`src/rtl/plf_pkg.sv`:
```
package plf_pkg;

    typedef enum logic [1:0] {
        PH_IDLE  = 2'd0,
        PH_HDR   = 2'd1,
        PH_DATA  = 2'd2,
        PH_PILOT = 2'd3
    } plf_phase_e;

    localparam int unsigned      SOF_LEN     = 26;
    localparam logic [SOF_LEN-1:0] SOF_PATTERN = 26'h18D2E82;

    // 1/sqrt(2) at full scale 2^(w-1), rounded to the nearest code
    function automatic int amp_code(input int w);
        return int'(0.7071067811865476 * (2.0 ** (w - 1)));
    endfunction

endpackage

```
`src/rtl/plf_slot_calc.sv`:
```
module plf_slot_calc #(
    parameter int unsigned NORMAL_BITS = 64800,
    parameter int unsigned SHORT_BITS  = 16200,
    parameter int unsigned SLOT_SYMS   = 90,
    parameter int unsigned SLOT_W      = 9
) (
    input  logic              cfg_short,
    input  logic [1:0]        cfg_order,
    output logic [SLOT_W-1:0] slots
);
    localparam int unsigned N_ENTRIES = 8;

    logic [SLOT_W-1:0] count_tbl [N_ENTRIES];

    for (genvar g = 0; g < N_ENTRIES; g++) begin : g_entry
        localparam int unsigned FBITS = (g >= 4) ? SHORT_BITS : NORMAL_BITS;
        localparam int unsigned BPS   = (g % 4) + 2;
        localparam int unsigned CNT   = FBITS / (SLOT_SYMS * BPS);
        assign count_tbl[g] = SLOT_W'(CNT);
    end

    assign slots = count_tbl[{cfg_short, cfg_order}];

endmodule

```
`src/rtl/plf_hdr_map.sv`:
```
module plf_hdr_map
    import plf_pkg::*;
#(
    parameter int unsigned SW       = 16,
    parameter int unsigned SIG_BITS = 64,
    parameter int unsigned HDR_W    = 7
) (
    input  logic [HDR_W-1:0]     idx,
    input  logic [SIG_BITS-1:0]  scr_sig,
    output logic signed [SW-1:0] sym_i,
    output logic signed [SW-1:0] sym_q
);
    localparam int unsigned HDR_SYMS = SOF_LEN + SIG_BITS;
    localparam logic signed [SW-1:0] AMP = SW'(amp_code(SW));

    logic [HDR_SYMS-1:0]  hdr_bits;
    logic                 bit_y;
    logic signed [SW-1:0] lvl;

    assign hdr_bits = {SOF_PATTERN, scr_sig};

    always_comb begin
        bit_y = hdr_bits[HDR_W'(HDR_SYMS - 1) - idx];
        lvl   = bit_y ? -AMP : AMP;
        if (idx[0]) begin
            sym_i = -lvl;
            sym_q = lvl;
        end else begin
            sym_i = lvl;
            sym_q = lvl;
        end
    end

endmodule

```
`src/rtl/plf_sequencer.sv`:
```
module plf_sequencer
    import plf_pkg::*;
#(
    parameter int unsigned SIG_BITS    = 64,
    parameter int unsigned SLOT_W      = 9,
    parameter int unsigned SLOT_SYMS   = 90,
    parameter int unsigned PILOT_SYMS  = 36,
    parameter int unsigned PILOT_EVERY = 16,
    parameter int unsigned HDR_SYMS    = 90,
    parameter int unsigned HDR_W       = 7
) (
    input  logic                clk,
    input  logic                rst_n,
    input  logic                frame_start,
    input  logic                cfg_pilots,
    input  logic [SLOT_W-1:0]   slots_in,
    input  logic [SIG_BITS-1:0] sig_word,
    input  logic [SIG_BITS-1:0] scr_word,
    input  logic                advance,
    output plf_phase_e          phase,
    output logic [HDR_W-1:0]    hdr_idx,
    output logic [SIG_BITS-1:0] scr_sig,
    output logic                first_sym,
    output logic                last_sym
);
    localparam int unsigned SYM_W = $clog2(SLOT_SYMS);
    localparam int unsigned PIL_W = $clog2(PILOT_SYMS);
    localparam int unsigned GRP_W = $clog2(PILOT_EVERY);

    typedef struct packed {
        plf_phase_e          phase;
        logic [HDR_W-1:0]    hdr;
        logic [SYM_W-1:0]    sym;
        logic [SLOT_W-1:0]   slot;
        logic [GRP_W-1:0]    grp;
        logic [PIL_W-1:0]    pil;
        logic                pilots;
        logic [SLOT_W-1:0]   last_slot;
        logic [SIG_BITS-1:0] word;
    } seq_t;

    seq_t seq_d, seq_q;

    logic hdr_done, slot_done, pil_done, frame_done, grp_full;

    always_comb begin
        seq_d      = seq_q;
        hdr_done   = (seq_q.hdr == HDR_W'(HDR_SYMS - 1));
        slot_done  = (seq_q.sym == SYM_W'(SLOT_SYMS - 1));
        pil_done   = (seq_q.pil == PIL_W'(PILOT_SYMS - 1));
        frame_done = (seq_q.slot == seq_q.last_slot);
        grp_full   = (seq_q.grp == GRP_W'(PILOT_EVERY - 1));

        case (seq_q.phase)
            PH_IDLE: begin
                if (frame_start) begin
                    seq_d.phase     = PH_HDR;
                    seq_d.hdr       = '0;
                    seq_d.pilots    = cfg_pilots;
                    seq_d.last_slot = slots_in - SLOT_W'(1);
                    seq_d.word      = sig_word ^ scr_word;
                end
            end
            PH_HDR: begin
                if (advance) begin
                    if (hdr_done) begin
                        seq_d.phase = PH_DATA;
                        seq_d.sym   = '0;
                        seq_d.slot  = '0;
                        seq_d.grp   = '0;
                    end else begin
                        seq_d.hdr = seq_q.hdr + HDR_W'(1);
                    end
                end
            end
            PH_DATA: begin
                if (advance) begin
                    if (slot_done) begin
                        seq_d.sym = '0;
                        if (frame_done) begin
                            seq_d.phase = PH_IDLE;
                        end else begin
                            seq_d.slot = seq_q.slot + SLOT_W'(1);
                            seq_d.grp  = grp_full ? '0 : seq_q.grp + GRP_W'(1);
                            if (seq_q.pilots && grp_full) begin
                                seq_d.phase = PH_PILOT;
                                seq_d.pil   = '0;
                            end
                        end
                    end else begin
                        seq_d.sym = seq_q.sym + SYM_W'(1);
                    end
                end
            end
            PH_PILOT: begin
                if (advance) begin
                    if (pil_done) begin
                        seq_d.phase = PH_DATA;
                    end else begin
                        seq_d.pil = seq_q.pil + PIL_W'(1);
                    end
                end
            end
            default: seq_d.phase = PH_IDLE;
        endcase
    end

    always_ff @(posedge clk or negedge rst_n) begin
        if (!rst_n) begin
            seq_q <= '0;
        end else begin
            seq_q <= seq_d;
        end
    end

    assign phase     = seq_q.phase;
    assign hdr_idx   = seq_q.hdr;
    assign scr_sig   = seq_q.word;
    assign first_sym = (seq_q.phase == PH_HDR) && (seq_q.hdr == '0);
    assign last_sym  = (seq_q.phase == PH_DATA) && frame_done && slot_done;

endmodule

```
`src/rtl/plframe_builder.sv`:
```
module plframe_builder
    import plf_pkg::*;
#(
    parameter int unsigned SW          = 16,
    parameter int unsigned SIG_BITS    = 64,
    parameter int unsigned NORMAL_BITS = 64800,
    parameter int unsigned SHORT_BITS  = 16200,
    parameter int unsigned SLOT_SYMS   = 90,
    parameter int unsigned PILOT_SYMS  = 36,
    parameter int unsigned PILOT_EVERY = 16
) (
    input  logic                 clk,
    input  logic                 rst_n,
    input  logic                 frame_start,
    input  logic                 cfg_short,
    input  logic                 cfg_pilots,
    input  logic [1:0]           cfg_order,
    input  logic [SIG_BITS-1:0]  sig_word,
    input  logic [SIG_BITS-1:0]  scr_word,
    input  logic                 pay_valid,
    output logic                 pay_ready,
    input  logic [SW-1:0]        pay_i,
    input  logic [SW-1:0]        pay_q,
    output logic                 out_valid,
    input  logic                 out_ready,
    output logic signed [SW-1:0] out_i,
    output logic signed [SW-1:0] out_q,
    output logic                 out_sof,
    output logic                 out_eof
);
    localparam int unsigned HDR_SYMS = SOF_LEN + SIG_BITS;
    localparam int unsigned HDR_W    = $clog2(HDR_SYMS);
    localparam int unsigned SLOT_W   = $clog2(NORMAL_BITS / (SLOT_SYMS * 2) + 1);
    localparam logic signed [SW-1:0] AMP = SW'(amp_code(SW));

    logic [SLOT_W-1:0]    slots_cfg;
    plf_phase_e           phase;
    logic [HDR_W-1:0]     hdr_idx;
    logic [SIG_BITS-1:0]  scr_sig;
    logic signed [SW-1:0] hdr_i, hdr_q;
    logic                 advance;

    plf_slot_calc #(
        .NORMAL_BITS (NORMAL_BITS),
        .SHORT_BITS  (SHORT_BITS),
        .SLOT_SYMS   (SLOT_SYMS),
        .SLOT_W      (SLOT_W)
    ) u_slot_calc (
        .cfg_short (cfg_short),
        .cfg_order (cfg_order),
        .slots     (slots_cfg)
    );

    plf_sequencer #(
        .SIG_BITS    (SIG_BITS),
        .SLOT_W      (SLOT_W),
        .SLOT_SYMS   (SLOT_SYMS),
        .PILOT_SYMS  (PILOT_SYMS),
        .PILOT_EVERY (PILOT_EVERY),
        .HDR_SYMS    (HDR_SYMS),
        .HDR_W       (HDR_W)
    ) u_sequencer (
        .clk         (clk),
        .rst_n       (rst_n),
        .frame_start (frame_start),
        .cfg_pilots  (cfg_pilots),
        .slots_in    (slots_cfg),
        .sig_word    (sig_word),
        .scr_word    (scr_word),
        .advance     (advance),
        .phase       (phase),
        .hdr_idx     (hdr_idx),
        .scr_sig     (scr_sig),
        .first_sym   (out_sof),
        .last_sym    (out_eof)
    );

    plf_hdr_map #(
        .SW       (SW),
        .SIG_BITS (SIG_BITS),
        .HDR_W    (HDR_W)
    ) u_hdr_map (
        .idx     (hdr_idx),
        .scr_sig (scr_sig),
        .sym_i   (hdr_i),
        .sym_q   (hdr_q)
    );

    always_comb begin
        out_valid = 1'b0;
        out_i     = '0;
        out_q     = '0;
        case (phase)
            PH_HDR: begin
                out_valid = 1'b1;
                out_i     = hdr_i;
                out_q     = hdr_q;
            end
            PH_DATA: begin
                out_valid = pay_valid;
                out_i     = pay_i;
                out_q     = pay_q;
            end
            PH_PILOT: begin
                out_valid = 1'b1;
                out_i     = AMP;
                out_q     = AMP;
            end
            default: ;
        endcase
    end

    assign pay_ready = (phase == PH_DATA) && out_ready;
    assign advance   = out_valid && out_ready;

endmodule

```
`config.mk`:
```
export PLATFORM = sky130hd
export DESIGN_NAME = plframe_builder
export DESIGN_NICKNAME = d
export VERILOG_FILES = /design/src/rtl/plf_pkg.sv /design/src/rtl/plf_slot_calc.sv /design/src/rtl/plf_hdr_map.sv /design/src/rtl/plf_sequencer.sv /design/src/rtl/plframe_builder.sv
export SDC_FILE = /design/constraint.sdc
export NUM_CORES = 1
export LEC_CHECK = 0
export BUFFER_PORTS_ARGS = -buffer_cell sky130_fd_sc_hd__buf_2
export CORE_ASPECT_RATIO = 0.6
export CORE_MARGIN = 5
export CORE_UTILIZATION = 52
export CTS_CLUSTER_SIZE = 25
export DETAILED_ROUTE_END_ITERATION = 8
export GPL_ROUTABILITY_DRIVEN = 0
export PLACE_DENSITY = 0.83
export SETUP_SLACK_MARGIN = 0.02
export SYNTH_ARGS = -nofsm -noshare
export SYNTH_HDL_FRONTEND = slang
export SYNTH_SLANG_ARGS = --single-unit
```
`constraint.sdc`:
```
create_clock -name clk -period 3.37 [get_ports clk]
set_input_delay 0.337 -clock clk [delete_from_list [all_inputs] [get_ports clk]]
set_output_delay 0.337 -clock clk [all_outputs]
set_load 0.01 [all_outputs]
```
# Yosys cells after proc, flatten, opt, wreduce, memory -nomap -nowiden
# Memory sizes are Yosys's and may differ from the RTL's.
# Index checks and enable logic that the tools add are counted.
[op_classes]
n_addsub = 8
magnitude_cmp = 2
eq_ne = 20
n_mux = 32
bitwise = 2
reduce_logical = 18
[op_table]
columns = ["cell", "n"]
rows = [
  ["$pmux 16 s3", 2],
  ["$xor 64x64->64", 1],
  ["$pmux 20 s2", 1],
  ["$mux 19", 2],
  ["$mux 16", 2],
  ["$mux 29", 1],
  ["$mux 9", 3],
  ["$mux 26", 1],
  ["$mux 20", 1],
  ["$mux 6", 3],
  ["$neg 16->16", 1],
  ["$add 7x1->7 const B", 2],
  ["$eq 7x7->1 const B", 2],
  ["$mux 2", 7],
  ["$mux 7", 2],
  ["$ne 2x2->1 const B", 7],
  ["$pmux 7 s2", 1],
  ["$pmux 6 s2", 1],
  ["$add 9x1->9 const B", 1],
  ["$eq 9x9->1", 1],
  ["$sub 9x1->9 const B", 1],
  ["$lt 7x8->1 const B", 1],
  ["$ne 2x1->1 const B", 4],
  ["$pmux 2 s4", 1],
  ["24 further kinds", 33],
]
[totals]
register_bits = 109
rom_bits = 72
n_memories = 1
[mem_list]
columns = ["name", "depth", "width", "read_ports", "rd_ports_with_merged_regs", "wr", "line", "text"]
rows = [
  ["(no name shown)", 8, 9, 1, 0, 0, "plf_slot_calc.sv:22", "assign slots = count_tbl[{cfg_short, cfg_order}];"],
]

# Depth between registers and ports, before layout
# Gate-level depths: netlist of run 1.
[logic_depth]
word_depth = 7
mapped_depth = 12
ltp_nobuf = 9

# Hierarchy
# A second synthesis of run 1 with hierarchy kept.
[unflattened]
hier_cells = 822
hier_area_um2 = 7587.3
[by_module_without_submodules]
columns = ["mod", "n_inst", "cells_per_inst", "area_each_um2"]
rows = [
  ["plf_sequencer", 1, 633, 6009.5],
  ["plf_hdr_map", 1, 106, 1029.7],
  ["plframe_builder", 1, 69, 440.4],
  ["plf_slot_calc", 1, 14, 107.6],
]

# Least setup slack after synthesis of run 1
# No wires, ideal clock.
[synth_timing]
kind = "flip-flop to output port"
from = "reg u_sequencer.seq_q, in the netlist u_sequencer.hdr_idx[1]"
to = "out out_i[10]"
arrival_time_ns = 2.775
required_time_ns = 3.033
path_slack_ns = 0.258
stages_incl_launch_ff = 12
cell_sequence = "dfrtp_1 -> buf_2 -> inv_1 -> ha_1 -> buf_2 -> xor2_4 -> mux2_4 -> a211o_1 -> a31oi_1 -> nor3_2 -> mux2_2 -> nand2_1"
[synth_via]
elab_chain_len = 7
[synth_rtl]
columns = ["item", "line", "text"]
rows = [
  ["start: declaration", "plf_sequencer.sv:42", "seq_t seq_d, seq_q;"],
  ["start signal: assignment", "plf_sequencer.sv:112", "seq_q <= seq_d;"],
  ["$sub 7x7->7 (*)", "plf_hdr_map.sv:23", "bit_y = hdr_bits[HDR_W'(HDR_SYMS - 1) - idx];"],
  ["$bmux 1 s7 (*)", "plf_hdr_map.sv:23", ""],
  ["$mux 1 (implied by the code) (*)", "plf_hdr_map.sv:23", ""],
  ["$mux 16 (*)", "plf_hdr_map.sv:24", "lvl = bit_y ? -AMP : AMP;"],
  ["$neg 16->16", "plf_hdr_map.sv:26", "sym_i = -lvl;"],
  ["$mux 16 (*)", "plf_hdr_map.sv:25", "if (idx[0]) begin"],
  ["$pmux 16 s3 (*)", "plframe_builder.sv:93", "case (phase)"],
  ["end: declaration", "plframe_builder.sv:26", "output logic signed [SW-1:0] out_i,"],
]
# Every way passes the cells marked *; elsewhere a longest branch is shown, timed or not. The select of a mux whose other input is x is not followed.

# Worst setup path in the final report of run 1
[layout_timing]
from = "reg u_sequencer.seq_q, in the netlist u_sequencer.hdr_idx[0]"
to = "out out_i[3]"
[layout_via]
elab_chain_len = 7
[layout_rtl]
columns = ["item", "line"]
rows = [
  ["$sub 7x7->7", "plf_hdr_map.sv:23"],
  ["$bmux 1 s7", "plf_hdr_map.sv:23"],
  ["$mux 1 (implied by the code)", "plf_hdr_map.sv:23"],
  ["$mux 16", "plf_hdr_map.sv:24"],
  ["$neg 16->16", "plf_hdr_map.sv:26"],
  ["$mux 16 (*)", "plf_hdr_map.sv:25"],
  ["$pmux 16 s3 (*)", "plframe_builder.sv:93"],
]
# Marked as above.

==> results of run 1 <==
==> layout make-up <==
class	instances	area (um^2)
Clock buffer	11	243
Fill cell	946	3960
Inverter	8	30.0
Timing Repair Buffer	225	1240
Multi-Input combinational cell	535	3650
Sequential cell	109	2730
Clock inverter	5	81.3
Tap cell	165	206
==> how the worst max path moves through the flow <==
| stage | startpoint | to | slack, ns |
|---|---|---|---|
| 5_1_grt | u_sequencer.hdr_idx[0]$_DFFE_PN0P_ | out_i[3] | 0.007 |
| 2_1_floorplan | u_sequencer.hdr_idx[1]$_DFFE_PN0P_ | out_i[10] | 0.26 |
| 3_3_place_gp | u_sequencer.hdr_idx[2]$_DFFE_PN0P_ | out_i[9] | 0.35 |
| 6_report | u_sequencer.hdr_idx[0]$_DFFE_PN0P_ | out_i[3] | 0.1 |
| 3_5_place_dp | u_sequencer.hdr_idx[2]$_DFFE_PN0P_ | out_i[7] | 0.28 |
| 4_1_cts | u_sequencer.hdr_idx[2]$_DFFE_PN0P_ | out_i[3] | 0.03 |
==> power breakdown <==
part	internal [mW]	leakage (nW)	total (mW)	switching [mW]
logic	1.20	2.41	2.55	1.35
clock network	0.674	0.156	1.16	0.490
registers	1.79	1.38	2.12	0.329
==> cell usage in the layout, fill, tap and decap left out, types with 3 or more instances in the layout <==
master	Yosys	layout
xor2_1	20	20
nand4_1	15	15
mux2i_1	7	7
nor4_1	3	3
nand2_1	118	117
a21oi_1	20	20
a211oi_1	4	3
and2_1	7	7
or2_2	3	3
mux4_2	18	18
nor2_1	33	33
and3_1	9	9
o21a_1	4	4
nand2b_1	7	7
nor3_1	11	11
clkbuf_16	0	9
nor3_4	1	3
buf_4	2	16
nand3_1	22	22
buf_2	5	203
buf_12	0	4
inv_1	8	7
xnor2_1	76	75
ha_1	12	11
dfrtp_1	109	107
o21ai_0	93	91
nor2b_1	5	5
a21o_1	15	15
==> logic make-up (layout without fill, tap and decap cells) <==
logic type	Yosys count	in the layout
compound gates	153	153
fa+ha+maj	12	12
buf+inv	50	249
flops	109	109
xor+xnor	97	97
mux	29	29
simple gates	244	244
==> synthesized netlist by cell type, drive strengths merged (8+ instances only) <==
cell	count	area share
xor2	21	0.031
mux2i	8	0.013
dfrtp	109	0.42
nor2	33	0.019
a21o	15	0.017
nand3	22	0.017
a21oi	20	0.015
inv	8	0.0046
o21ai	94	0.073
buf	14	0.011
clkbuf	28	0.016
and3	9	0.0086
mux4	18	0.062
nor3	15	0.016
nand2	118	0.068
ha	12	0.023
xnor2	76	0.10
nand4	15	0.014
==> registers in the layout, indices dropped and copies added, names as in the netlist <==
register             count
u_sequencer.scr_sig     64
u_sequencer.seq_q       36
u_sequencer.hdr_idx      7
u_sequencer.phase        2
==> layer usage <==
metal	up-vias	track usage	routed length, um	part of all wire
li1	2787	-	-	-
met1	2647	0.341	8150	0.48
met2	223	0.326	7300	0.43
met3	20	0.0575	1290	0.076
met4	0	0.0482	162	0.0096
met5	-	0	0	0
==> what timing repair did <==
item,4_1_cts,5_1_grt
resized for setup,2,16
setup buffers,5,3
pin swaps,0,2
hold buffers,0,0
setup endpoints to repair,28,28
==> flow_metrics.env, run 1 <==
export IMPL_totalWireLength_mm=16.9
export IMPL_ys_flop_type="dfrtp_1"
export IMPL_drcViolationCount=0
export IMPL_clockBufferDepth=2
export IMPL_synth_nets=875
export IMPL_r2r_start="u_sequencer.hdr_idx[1]$_DFFE_PN0P_"
export IMPL_port_buffers=204
export IMPL_firstDrtPassIters=5
export IMPL_grt_pass1_vias=5621
export IMPL_timing_fmax_mhz=306
export IMPL_ir_drop_uv=326
export IMPL_die_area_um2=14900
export IMPL_crit_family="multiplexers"
export IMPL_synth_edf_count=0
export IMPL_yosysSeqAreaShare=0.419
export IMPL_viasPerCell=5.37
export IMPL_finClkSkew_ns=0.00921
export IMPL_tns_ns=0
export IMPL_power_mw=5.83
export IMPL_final_max_slew_viol_count=0
export IMPL_globalRouteTotalUtil=0.225
export IMPL_fin_nets=1069
export IMPL_setup_viol=0
export IMPL_min_period_over_period=0.971
export IMPL_place_area_um2=7690
export IMPL_cts_sinks=109
export IMPL_die_h_um=96.7
export IMPL_final_core_util=0.674
export IMPL_drive_above_1_share=0.318
export IMPL_synth_top_family_by_area="simple AND/OR/NAND/NOR gates"
export IMPL_synthAdderAreaFrac=0.0231
export IMPL_fp_dieW_um=154
export IMPL_r2r_cells=10
export IMPL_worstPathCellList="buf_6, mux4_2, mux4_2, nor3_4, nor3_2, buf_4, mux2_4, nand2_1, buf_2"
export IMPL_antennaDiodeCount=0
export IMPL_rr_endpoint="u_sequencer.seq_q[90]$_DFFE_PN0P_"
export IMPL_ys_ff_latch=109
export IMPL_powerDensity_nw_per_um2=713
export IMPL_stdcell_area_um2=8180
export IMPL_crit_buf_inv=3
export IMPL_cts_clk_slew_worst_paths_ns=0.07
export IMPL_row_count=31
export IMPL_rsz0062_at_grt="false"
export IMPL_syn_area_um2=6510
export IMPL_status="finished, final reports clean"
export IMPL_crit_slowest_cell="mux4_2"
export IMPL_critPathMaxStageDelay_ns=0.51
export IMPL_cts_tree="done"
export IMPL_instances_no_fill=1058
export IMPL_end_kind="output port"
export IMPL_cts_inserted_buffers=9
export IMPL_drt_initial_drc_count=394
export IMPL_core_area_um2=12100
export IMPL_period_needed_ns=3.27
export IMPL_h_tree_depth=3
export IMPL_worstMarginPinSlew_ns=0.719
export IMPL_synth_cell_types=54
export IMPL_path_max_fanout=14
export IMPL_crit_cells=9
export IMPL_grt_overflow=0
export IMPL_cpMostUsedCell="mux4_2"
export IMPL_setup_ws_ns=0.0994
export IMPL_routedWlPerCell_um=16.0
export IMPL_grt_pass1_wl_mm=27.8
export IMPL_dp_final_hpwl_mm=12.5
export IMPL_synthXorXnorAreaFrac=0.133
export IMPL_cp_start_kind="flip-flop"
export IMPL_whs_ns=0.0358
export IMPL_leakagePower_nw=3.94
export IMPL_initial_core_util=0.536
export IMPL_worstSkewPairLatency_ns=0.35
export IMPL_grt_max_degree=93
export IMPL_netlist_instances=694
export IMPL_vias=5677
export IMPL_cp_arrival_ns=2.93
export IMPL_slew_limit_headroom=0.521
export IMPL_synth_simple_area_share=0.177
export IMPL_antenna_found_initial=0
export IMPL_area_growth_pct=25.7
export IMPL_antenna_left=0
export IMPL_synth_compound_area_frac=0.135
export IMPL_ys_warnings_count=0
export IMPL_hold_class="primary input to asynchronous set/reset pin"
export IMPL_preCtsSetupSlack_ns=0.280
export IMPL_synthMuxAreaShare=0.0809
export IMPL_rrSetupSlack_ns=0.84
export IMPL_dp_cells=1034
export IMPL_async_flop_share=1.00
export IMPL_io_pins=205
export IMPL_worst_endpoint_required_ns=3.03
export IMPL_hold_viol=0
export IMPL_synth_avg_cell_area_um2=9.38
export IMPL_crit_type="flip-flop to output port"
export IMPL_maxCapViolations=0
export IMPL_root_buffer="clkbuf_16"
Note: power is estimated with default switching activity, not from simulation.
==> run 2, diff against run 1 <==
Settings changed: CTS_CLUSTER_SIZE 25 to unset, GPL_ROUTABILITY_DRIVEN 0 to 1, REMOVE_ABC_BUFFERS set to 1.
==> run 2 against run 1 <==
Compared with the run above: die area stayed put; hold slack got worse by 0.013 ns; critical path depth grew 3; critical path type unchanged.
==> flow_metrics.env, run 2 (synthesis gave the netlist of run 1 again) <==
export IMPL_crit_family="simple AND/OR/NAND/NOR gates"
export IMPL_clockBufferDepth=2
export IMPL_grt_pass1_vias=5446
export IMPL_grt_overflow=0
export IMPL_period_needed_ns=3.26
export IMPL_final_core_util=0.666
export IMPL_core_area_um2=12100
export IMPL_final_max_slew_viol_count=0
export IMPL_path_max_fanout=9
export IMPL_cp_start_kind="flip-flop"
export IMPL_status="finished, final reports clean"
export IMPL_place_area_um2=7710
export IMPL_area_growth_pct=24.3
export IMPL_rsz0062_at_grt="false"
export IMPL_row_count=31
export IMPL_dp_cells=1036
export IMPL_instances_no_fill=1055
export IMPL_worstPathCellList="inv_1, ha_2, buf_4, xnor2_1, a211oi_1, o21ai_1, a31oi_2, or3_4, nor3_4, buf_12, a21o_1, buf_2"
export IMPL_finClkSkew_ns=0.00832
export IMPL_worst_endpoint_required_ns=3.03
export IMPL_cp_arrival_ns=2.92
export IMPL_critPathMaxStageDelay_ns=0.45
export IMPL_fin_nets=1066
export IMPL_firstDrtPassIters=7
export IMPL_fillers=973
export IMPL_drive_above_1_share=0.311
export IMPL_min_period_over_period=0.968
export IMPL_crit_type="flip-flop to output port"
export IMPL_cts_sinks=109
export IMPL_antenna_left=0
export IMPL_h_tree_depth=3
export IMPL_power_mw=5.66
export IMPL_largest_reg_flops=64
export IMPL_crit_cells=12
export IMPL_cp_startpoint="u_sequencer.hdr_idx[2]$_DFFE_PN0P_"
export IMPL_die_area_um2=14900
export IMPL_initial_core_util=0.536
export IMPL_grt_pass1_wl_mm=26.8
export IMPL_drcViolationCount=0
export IMPL_slew_limit_headroom=0.550
export IMPL_rr_endpoint="u_sequencer.seq_q[88]$_DFFE_PN0P_"
export IMPL_vias=5638
export IMPL_root_buffer="clkbuf_16"
export IMPL_antennaDiodeCount=0
export IMPL_cts_tree="done"
export IMPL_viasPerCell=5.34
export IMPL_r2r_cells=10
export IMPL_hold_class="primary input to asynchronous set/reset pin"
export IMPL_final_cell_mix="buf_2 (203), nand2_1 (117), dfrtp_1 (109)"
export IMPL_crit_slowest_cell="or3_4"
export IMPL_hold_viol=0
export IMPL_ir_drop_uv=320
export IMPL_setup_viol=0
export IMPL_routedWlPerCell_um=15.3
export IMPL_dp_final_hpwl_mm=12.2
export IMPL_stdcell_area_um2=8090
export IMPL_gp_routability_congestion=0.927
export IMPL_grt_max_degree=103
export IMPL_fp_dieW_um=154
export IMPL_layout_commonest_cell="buf_2"
export IMPL_rrSetupSlack_ns=0.77
export IMPL_drt_initial_drc_count=448
export IMPL_crit_buf_inv=4
export IMPL_port_buffers=204
export IMPL_io_pins=205
export IMPL_leakagePower_nw=3.91
export IMPL_worstMarginPinSlew_ns=0.675
export IMPL_maxCapViolations=0
export IMPL_worstSkewPairLatency_ns=0.36
export IMPL_worstSetupEndpoint="out_q[2]"
export IMPL_postCtsHoldBufs=0
export IMPL_globalRouteTotalUtil=0.218
export IMPL_antenna_found_initial=0
export IMPL_cts_clk_slew_worst_paths_ns=0.08
export IMPL_totalWireLength_mm=16.1
export IMPL_cts_inserted_buffers=9
export IMPL_die_h_um=96.7
export IMPL_timing_fmax_mhz=307
export IMPL_tns_ns=0
export IMPL_end_kind="output port"
export IMPL_powerDensity_nw_per_um2=700
export IMPL_r2r_start="u_sequencer.hdr_idx[2]$_DFFE_PN0P_"
## run 2: changes by cell type in the layout (fill, tap and decap cells not counted), sizes merged
cell,before,now
inv,9,13
bufinv,2,1
clkinvlp,1,0
buf,225,222
clkbuf,11,9
## run 2: power breakdown
part	switching [mW]	total, mW	internal, mW	leakage, nW
sequential	0.319	2.11	1.79	1.38
combinational	1.30	2.43	1.13	2.37
clock	0.521	1.12	0.597	0.155
## run 2: worst min path at each step
| stage | to | cells past startpoint | from | slack (ns) |
|---|---|---|---|---|
| CTS | u_sequencer.seq_q[90]$_DFFE_PN0P_ | 1 | rst_n | 0.05 |
| detailed placement | u_sequencer.seq_q[90]$_DFFE_PN0P_ | 1 | rst_n | 0.43 |
| global placement | u_sequencer.seq_q[70]$_DFFE_PN0P_ | 1 | rst_n | 0.43 |
| floorplan | u_sequencer.hdr_idx[0]$_DFFE_PN0P_ | 0 | rst_n | 0.04 |
| finish | u_sequencer.seq_q[72]$_DFFE_PN0P_ | 1 | rst_n | 0.02 |
| global route | u_sequencer.seq_q[90]$_DFFE_PN0P_ | 1 | rst_n | 0.1 |
## run 2: cell type report
cell class                 count  area, um^2  area share
inverter                       8        30.0     0.00371
multi-input combinational    535        3620       0.447
tap                          165         206      0.0255
timing repair buffer         222        1200       0.148
clock inverter                 7        87.6      0.0108
sequential                   109        2730       0.337
clock buffer                   9         225      0.0278
## run 2: timing repair
item                                   4_1_cts  5_1_grt
gates resized for setup                      0        8
buffers inserted                             1        2
setup endpoints to repair                    5       28
endpoints found under the hold margin        0        0
pin swaps                                    0        2
## run 2: metrics by stage
step	hold slack [ns]	setup WS, ns
2_1_floorplan	0.0414	-0.493
3_3_place_gp	0.431	0.434
3_5_place_dp	0.429	0.392
4_1_cts	0.0518	0.0573
5_1_grt	0.0973	0.00646
6_report	0.0231	0.109
## run 2: worst reg2reg max path: cells and delay by family (launching register included)
family | cells | cell delay, ns
buffers and inverters | 2 | 0.30
AND/OR/NAND/NOR | 4 | 0.68
AO/OA/AOI/OAI | 2 | 0.68
adder cells (fa/ha/maj) | 1 | 0.25
XOR/XNOR | 1 | 0.18
flip-flops | 1 | 0.38
## run 2: routing by layer
layer,vias to the layer above,global-route usage,part of all wire
met3,12,0.0491,0.063
met4,0,0.0387,0.0079
met1,2658,0.328,0.48
met5,-,0,0
met2,183,0.327,0.45
li1,2785,-,-
==> run 3, diff against run 2 <==
Settings changed: PLACE_DENSITY 0.83 to 0.79.
==> run 3 against run 2 <==
Compared with the run above: routed wire length decreased by 0.91%; clock power down 4%; setup slack gained 0.027 ns; total power down 0.59%; sequential cell count did not move; die area is the same; critical path depth fell by 3; design area increased by 0.15%; critical endpoint is now out_q[5].
==> flow_metrics.env, run 3 (synthesis gave the netlist of run 1 again) <==
export IMPL_layout_commonest_cell="buf_2"
export IMPL_grt_pass1_wl_mm=26.8
export IMPL_cp_start_kind="flip-flop"
export IMPL_rsz0062_at_grt="false"
export IMPL_rrSetupSlack_ns=0.78
export IMPL_cp_startpoint="u_sequencer.hdr_idx[0]$_DFFE_PN0P_"
export IMPL_drt_initial_drc_count=418
export IMPL_die_h_um=96.7
export IMPL_port_buffers=204
export IMPL_hold_viol=0
export IMPL_h_tree_depth=3
export IMPL_row_count=31
export IMPL_clockBufferDepth=2
export IMPL_instances_no_fill=1058
export IMPL_path_max_fanout=9
export IMPL_vias=5681
export IMPL_preCtsSetupSlack_ns=0.277
export IMPL_ir_drop_uv=306
export IMPL_r2r_start="u_sequencer.hdr_idx[1]$_DFFE_PN0P_"
export IMPL_dp_cells=1035
export IMPL_finClkSkew_ns=0.00725
export IMPL_tns_ns=0
export IMPL_routedWlPerCell_um=15.1
export IMPL_final_cell_mix="buf_2 (203), nand2_1 (117), dfrtp_1 (109)"
export IMPL_dp_final_hpwl_mm=11.9
export IMPL_root_buffer="clkbuf_16"
export IMPL_worstSetupEndpoint="out_q[5]"
export IMPL_slew_limit_headroom=0.597
export IMPL_antenna_left=0
export IMPL_core_area_um2=12100
export IMPL_crit_type="flip-flop to output port"
export IMPL_postCtsHoldBufs=0
export IMPL_powerDensity_nw_per_um2=694
export IMPL_grt_overflow=0
export IMPL_hold_class="primary input to asynchronous set/reset pin"
export IMPL_stdcell_area_um2=8100
export IMPL_fp_dieW_um=154
export IMPL_initial_core_util=0.536
export IMPL_p_comb_frac=0.437
export IMPL_drive_above_1_share=0.312
export IMPL_min_period_over_period=0.960
export IMPL_grt_pass1_vias=5449
export IMPL_r2r_cells=10
export IMPL_maxCapViolations=0
export IMPL_pwr_share_seq=0.373
export IMPL_p_sw_frac=0.374
export IMPL_largest_reg_flops=64
export IMPL_area_growth_pct=24.4
export IMPL_period_needed_ns=3.23
export IMPL_worstSkewPairLatency_ns=0.35
export IMPL_end_kind="output port"
export IMPL_fin_nets=1070
export IMPL_globalRouteTotalUtil=0.214
export IMPL_drcViolationCount=0
export IMPL_cts_inserted_buffers=9
export IMPL_setup_viol=0
export IMPL_worst_endpoint_required_ns=3.03
export IMPL_cts_sinks=109
export IMPL_leakagePower_nw=3.91
export IMPL_grt_max_degree=110
export IMPL_antenna_found_initial=0
export IMPL_die_area_um2=14900
export IMPL_cts_tree="done"
export IMPL_cts_clk_slew_worst_paths_ns=0.07
export IMPL_rr_endpoint="u_sequencer.seq_q[88]$_DFFE_PN0P_"
export IMPL_intPower_mw=3.52
export IMPL_firstDrtPassIters=5
export IMPL_totalWireLength_mm=16.0
export IMPL_cp_arrival_ns=2.90
export IMPL_status="finished, final reports clean"
export IMPL_final_max_slew_viol_count=0
export IMPL_p_sw_mw=2.10
export IMPL_timing_fmax_mhz=309
export IMPL_io_pins=205
export IMPL_whs_ns=0.0494
export IMPL_place_area_um2=7700
export IMPL_clkPwrFrac=0.190
export IMPL_power_mw=5.63
export IMPL_worstMarginPinSlew_ns=0.604
export IMPL_antennaDiodeCount=0
export IMPL_viasPerCell=5.37
export IMPL_gp_routability_congestion=0.933
export IMPL_setup_ws_ns=0.136
export IMPL_fillers=989
export IMPL_final_core_util=0.667
## run 3: metal layers
metal | vias to the layer above | wire length [um] | track usage
li1 | 2790 | - | -
met1 | 2657 | 7620 | 0.333
met2 | 230 | 7080 | 0.309
met3 | 4 | 1230 | 0.0477
met4 | 0 | 65 | 0.0387
met5 | - | 0 | 0
## run 3: worst max-delay path, cell delays in order, from the launching register on
cell	delay [ns]
dfrtp_1	0.40
buf_4	0.19
mux4_2	0.54
mux4_2	0.53
nor3_2	0.21
or3_4	0.20
nor3_4	0.05
buf_12	0.14
a21o_1	0.15
buf_2	0.14
## run 3: power by group through the flow
stage                     registers, mW  logic [mW]  clock network (mW)
after CTS                          2.10        2.45                1.08
after global routing               2.16        2.75                1.13
after floorplan                    2.13        1.52                   0
after global placement             2.10        2.33                   0
after detailed placement           2.12        2.39                   0
final                              2.10        2.46                1.07
## run 3: worst min-delay path by stage
stage | startpoint | to | depth (start not counted)
final | rst_n | u_sequencer.seq_q[90]$_DFFE_PN0P_ | 2
after global routing | rst_n | u_sequencer.seq_q[87]$_DFFE_PN0P_ | 2
after CTS | rst_n | u_sequencer.seq_q[67]$_DFFE_PN0P_ | 2
after detailed placement | rst_n | u_sequencer.seq_q[90]$_DFFE_PN0P_ | 2
after global placement | rst_n | u_sequencer.seq_q[90]$_DFFE_PN0P_ | 2
after floorplan | rst_n | u_sequencer.hdr_idx[0]$_DFFE_PN0P_ | 0
## run 3: final cells by class
type	instances	area, um^2	share of cell area
Tap cell	165	206	0.0255
Multi-Input combinational cell	535	3620	0.447
Clock buffer	10	229	0.0283
Sequential cell	109	2730	0.337
Inverter	8	30.0	0.00371
Timing Repair Buffer	226	1230	0.152
Clock inverter	5	61.3	0.00757
## run 3: what timing repair did
| action | in CTS | in global routing |
|---|---|---|
| pin swaps | 0 | 3 |
| resized for setup | 2 | 7 |
| cloned | 0 | 0 |
| setup buffers | 4 | 4 |
| setup endpoints to repair | 14 | 28 |
